### src/rtl/shared_irq_router.sv
module shared_irq_router #(
  parameter int NUM_SRC = 16,
  parameter int NUM_CTX = 4
) (
  input  logic               clk,
  input  logic               rst_n,
  input  logic [NUM_SRC-1:0] irq_in,
  input  logic               bus_wr,
  input  logic [10:0]        bus_addr,
  input  logic [31:0]        bus_wdata,
  output logic [31:0]        bus_rdata,
  output logic [NUM_CTX-1:0] ctx_irq
);

  localparam int CTX_W = (NUM_CTX > 1) ? $clog2(NUM_CTX) : 1;
  localparam logic [10:0] A_CFG = 11'h000;
  localparam logic [10:0] A_CMD = 11'h004;

  logic [NUM_SRC-1:0] s1, s2, s3;
  logic [NUM_SRC-1:0] pol, trig, dual, mask, latch;
  logic [NUM_SRC-1:0] wsel, wbits, edge_hit, level_act, pend, cmd_vec;
  logic [CTX_W-1:0]   route [NUM_SRC];
  logic [NUM_CTX-1:0] ctx_next;

  wire       aligned  = (bus_addr[1:0] == 2'b00);
  wire [2:0] word     = bus_addr[4:2];
  wire       bm_space = aligned && (bus_addr[10:8] == 3'd0);
  wire       wr_bm    = bus_wr && bm_space;
  wire       wr_pol   = wr_bm && (bus_addr[7:5] == 3'd1);
  wire       wr_trig  = wr_bm && (bus_addr[7:5] == 3'd2);
  wire       wr_dual  = wr_bm && (bus_addr[7:5] == 3'd3);
  wire       wr_set   = wr_bm && (bus_addr[7:5] == 3'd6);
  wire       wr_clr   = wr_bm && (bus_addr[7:5] == 3'd7);
  wire [8:0] route_idx = bus_addr[10:2] - 9'd64;
  wire       rt_space = aligned && (bus_addr[10:8] != 3'd0);
  wire       rt_ok    = bus_wdata < 32'(NUM_CTX);
  wire       cmd_hit  = bus_wr && (bus_addr == A_CMD) && ({1'b0, bus_wdata[7:0]} < 9'(NUM_SRC));
  wire       cmd_set  = bus_wdata[31];

  always_comb begin
    for (int i = 0; i < NUM_SRC; i++) begin
      wsel[i]  = (3'(i / 32) == word);
      wbits[i] = bus_wdata[i % 32];
    end
  end

  assign cmd_vec   = cmd_hit ? ({{(NUM_SRC-1){1'b0}}, 1'b1} << bus_wdata[7:0]) : '0;
  assign level_act = ~(s2 ^ pol);
  assign edge_hit  = trig & ((dual & (s2 ^ s3)) |
                             (~dual & pol & s2 & ~s3) |
                             (~dual & ~pol & ~s2 & s3));
  assign pend      = (trig & latch) | (~trig & level_act);

  always_ff @(posedge clk) begin
    if (!rst_n) begin
      s1 <= '0;
      s2 <= '0;
      s3 <= '0;
    end else begin
      s1 <= irq_in;
      s2 <= s1;
      s3 <= s2;
    end
  end

  always_ff @(posedge clk) begin
    if (!rst_n) begin
      pol  <= '1;
      trig <= '0;
      dual <= '0;
      mask <= '0;
    end else begin
      if (wr_pol)  pol  <= (pol  & ~wsel) | (wbits & wsel);
      if (wr_trig) trig <= (trig & ~wsel) | (wbits & wsel);
      if (wr_dual) dual <= (dual & ~wsel) | (wbits & wsel);
      if (wr_set)  mask <= mask | (wsel & wbits);
      if (wr_clr)  mask <= mask & ~(wsel & wbits);
    end
  end

  always_ff @(posedge clk) begin
    if (!rst_n) begin
      latch <= '0;
    end else begin
      latch <= (latch & ~(cmd_vec & {NUM_SRC{~cmd_set}}))
             | (cmd_vec & {NUM_SRC{cmd_set}})
             | edge_hit;
    end
  end

  always_ff @(posedge clk) begin
    for (int i = 0; i < NUM_SRC; i++) begin
      if (!rst_n)
        route[i] <= '0;
      else if (bus_wr && rt_space && rt_ok && route_idx == 9'(i))
        route[i] <= bus_wdata[CTX_W-1:0];
    end
  end

  always_comb begin
    ctx_next = '0;
    for (int c = 0; c < NUM_CTX; c++)
      for (int i = 0; i < NUM_SRC; i++)
        if (pend[i] && mask[i] && route[i] == CTX_W'(c))
          ctx_next[c] = 1'b1;
  end

  always_ff @(posedge clk) begin
    if (!rst_n) ctx_irq <= '0;
    else        ctx_irq <= ctx_next;
  end

  function automatic logic [31:0] pick(input logic [NUM_SRC-1:0] v, input logic [2:0] w);
    logic [255:0] p;
    p = '0;
    p[NUM_SRC-1:0] = v;
    return p[{w, 5'b0} +: 32];
  endfunction

  always_comb begin
    bus_rdata = '0;
    if (bus_addr == A_CFG) begin
      bus_rdata = {16'b0, 8'(NUM_CTX - 1), 8'(NUM_SRC / 8 - 1)};
    end else if (rt_space) begin
      for (int i = 0; i < NUM_SRC; i++)
        if (route_idx == 9'(i))
          bus_rdata = {{(32-CTX_W){1'b0}}, route[i]};
    end else if (bm_space) begin
      case (bus_addr[7:5])
        3'd1:    bus_rdata = pick(pol, word);
        3'd2:    bus_rdata = pick(trig, word);
        3'd3:    bus_rdata = pick(dual, word);
        3'd4:    bus_rdata = pick(pend, word);
        3'd5:    bus_rdata = pick(mask, word);
        default: bus_rdata = '0;
      endcase
    end
  end

endmodule

### config.mk
export PLATFORM = sky130hd
export DESIGN_NAME = shared_irq_router
export DESIGN_NICKNAME = d
export VERILOG_FILES = /design/src/rtl/shared_irq_router.sv
export SDC_FILE = /design/constraint.sdc
export NUM_CORES = 1
export LEC_CHECK = 0
export ABC_CLOCK_PERIOD_IN_PS = 3150
export CAP_MARGIN = 20
export CORE_ASPECT_RATIO = 0.8
export CORE_MARGIN = 4
export CORE_UTILIZATION = 35
export DETAILED_ROUTE_END_ITERATION = 12
export DONT_BUFFER_PORTS = 1
export GPL_ROUTABILITY_DRIVEN = 0
export GPL_TIMING_DRIVEN = 0
export PLACE_DENSITY_LB_ADDON = 0.15
export SYNTH_ARGS = -nofsm -noshare
export SYNTH_HDL_FRONTEND = slang
export SYNTH_SLANG_ARGS = --single-unit
### constraint.sdc
create_clock -name clk -period 3.15 [get_ports clk]
set_clock_uncertainty 0.1 [all_clocks]
set_input_delay 0 -clock clk [delete_from_list [all_inputs] [get_ports clk]]
set_output_delay 0 -clock clk [all_outputs]
set_load 0.1 [all_outputs]
==> impl_metrics.yaml <==
outcome:
  result_of_the_run: "complete, no violations"
clock_network:
  path_clk_slew_ns: 0.07
  clock_buffers_created_by_tritoncts: 17
  root_buffer: "clkbuf_16"
  cts_buffer_depth: 2
  cts_sinks: 164
  cts_tree: "yes"
  worst_skew_pair.late_latency_ns: 0.45
  cts.htree.levels: 4
  post-cts-setup-buffer-count: 0
global_route:
  antenna_found_initial: 1
  grt_max_degree: 17
  via_count_of_the_first_global_routing_pass: 8277
  wire_length_of_the_first_global_routing_pass_um: 54600
  grt_remaining_overflow: 0
  globalRouteTotalUtil_pct: 25.9
logic_synthesis:
  yosys_warnings: 0
  ys_async_sr_fraction_pct: 0
  post_synth_inst_count: 1086
  synthesized_area_per_cell_um2: 8.29
  cell_types_with_the_highest_counts_after_synthesis: "nand2_1 (149), dfxtp_1 (132), nor2_1 (83), a21oi_1 (57)"
  synth_top_flop_cell: "dfxtp_1"
  synth.area.top_cells: "dfxtp_1 (29%), edfxtp_1 (11%), nand2_1 (6.2%)"
  largest_area_contributor_in_the_synthesized_netlist: "dfxtp_1"
  synth_edf_count: 32
  mappedNetlistArea_um2: 9000
  synth.yosys.seq_area_share_pct: 40.0
  synth-seq-cells: 164
  ys_types: 67
  synth.most_common_cell: "nand2_1"
  post-synth-top-area-fraction_pct: 29.4
floorplanning:
  floorplan.die_area_um2: 28400
  die_w_um: 187
  std_cell_rows: 52
  fp.coreArea_um2: 25300
  floorplan.io_pins: 98
  die_h_um: 151
  start_util_pct: 35.6
route:
  drt_iter0_drc: 1324
  detailed_router_iteration_count_before_antenna_repair: 5
  postRouteAntennaNets: 0
  totalWireLength_um: 37200
  avgViaCountPerCell: 5.95
  route.detailed.drc: 0
  routed_vias: 8957
  drt-wirelength-per-cell_um: 24.7
sta:
  fmax_mhz: 327
  timing_max_transition_violations_final: 0
  layout_min_cycle_time_ns: 3.05
  final_min_period_over_clock_period_pct: 97.0
  setup_violations: 0
  worst_pin_slew_ns: 1.18
  hold_viol_final: 0
  slew_headroom_pct: 21.6
  setup_repair_after_global_routing_missed_its_margin: "no"
  worst_hold_slack_ns: 0.0217
  postLayoutSetupSlackWorst_ns: 0.0957
critical_path:
  slowest_stage_delay_on_critical_path_ns: 0.85
  r2r_cells: 5
  crit_path_cell_trace: "dlygate4sd3_1 -> nor3_1 -> and3_1 -> nand2_1 -> clkbuf_1 -> buf_8 -> a211oi_4"
  criticalPathCategory: "in2out"
  critical_path.endpoint_type: "primary output"
  critPathLaunchType: "primary input"
  crit_path_top_delay_cell: "a211oi_4"
  worstPathRequired_ns: 3.05
  internal_reg_to_reg_setup_slack_ns: 0.38
  timing.rr.end: "ctx_irq[1]$_SDFF_PN0_"
  arrival_ns: 2.95
  path_max_fanout: 7
placed_design:
  detailedPlace.worstSlack_ns: -0.279
  hpwl_um: 28100
  place.port_buffers: 0
run:
  max_cap_violations: 0
final_layout:
  multi_input_comb_area_um2: 5130
  final_nets: 1232
  antenna_cells_inserted: 0
  seqCellArea_um2: 3600
  fillers: 2542
  area_growth_pct: 20.0
  share_of_layout_cells_above_drive_strength_1_pct: 8.71
pwr:
  power.ir.vdd_worst_mv: 0.388
  p_leak_uw: 0.00352
  power_per_cell_area_nw_per_um2: 472
worst_hold_path:
  min-delay-start: "bus_wr"
  hp_class: "in2reg"
  number_of_instances_on_the_worst_hold_path: 4
what timing repair did:
| item | CTS | global route |
|---|---|---|
| pin swaps | 1 | 1 |
| endpoints found under the setup margin | 9 | 2 |
| resized for setup | 4 | 1 |
| hold buffers | 45 | 0 |
| hold endpoints to repair | 102 | 0 |
cell families after synthesis:
kind of cell               share of synthesized area [%]
AOI/OAI and AO/OA                                   15.9
xor gates and xnor gates                            4.67
adders and majority gates                          0.139
buffers and inverters                               5.62
DFF                                                 40.0
muxes                                               3.71
other                                             0.0417
and+or+nand+nor                                     29.9
worst max-delay path by stage:
stage,start,to,slack [ns],cells past startpoint
CTS,bus_addr[4],bus_rdata[10],0.10,7
detailed placement,bus_addr[7],bus_rdata[0],-0.28,8
global route,bus_addr[4],bus_rdata[7],0.02,7
finish,bus_addr[4],bus_rdata[12],0.1,7
global placement,bus_addr[5],bus_rdata[10],-1.63,5
floorplan,bus_addr[9],bus_rdata[10],-0.52,6
where the power goes:
group          internal, µW  leakage [µW]  total (µW)  switching (µW)
clock                  1370      0.000321        2360             989
combinational           140       0.00182         490             350
sequential             2180       0.00138        2240            61.1
total                  3690       0.00352        5090            1400
final cells by class:
cell class / count / share of cell area [%]
clock buffer: 19 / 4.40
timing repair buffer: 49 / 4.62
clock inverter: 13 / 1.67
inverter: 17 / 0.591
buffer: 88 / 4.09
multi-input combinational: 832 / 47.5
tap: 324 / 3.75
sequential: 164 / 33.4
placed cells by master (no fill, tap or decap), types with 18 or more instances in the layout:
| master | n |
|---|---|
| and2_1 | 50 |
| nor4_1 | 35 |
| nand3_1 | 55 |
| o22ai_1 | 18 |
| dfxtp_1 | 132 |
| a21oi_1 | 57 |
| mux2i_1 | 21 |
| nand4_1 | 18 |
| nand2_1 | 149 |
| a31oi_1 | 19 |
| xor2_1 | 44 |
| nor2_1 | 82 |
| clkbuf_1 | 56 |
| dlygate4sd3_1 | 45 |
| edfxtp_1 | 32 |
| nor3_1 | 40 |
| clkbuf_16 | 19 |
| o21ai_0 | 29 |
| o211ai_1 | 19 |
metrics by stage:
step	util (%)	TNS, ns	instances	power (µW)	cell area (µm²)
2_1_floorplan	-	-5.48	1101	2550	9060
3_3_place_gp	37.4	-18.87	1425	2690	9470
3_5_place_dp	38.2	-1.46	1429	2710	9670
4_1_cts	42.6	0	1506	5090	10800
5_1_grt	42.7	0	1506	5210	10800
6_report	42.7	0	1506	5090	10800
layer usage:
metal	vias up	part of all wire [%]	global-route usage [%]
met5	-	0	0
met4	0	2.2	8.13
met3	56	11	6.31
met2	507	41	37.4
met1	4320	46	38.0
li1	4074	-	-
critical path: cells and delay by family:
family                 cells  cell delay (ns)
AOI/OAI and AO/OA          1             0.85
buffers and inverters      3             1.16
and+or+nand+nor            3             0.92
(Power assumes the default switching activity.)
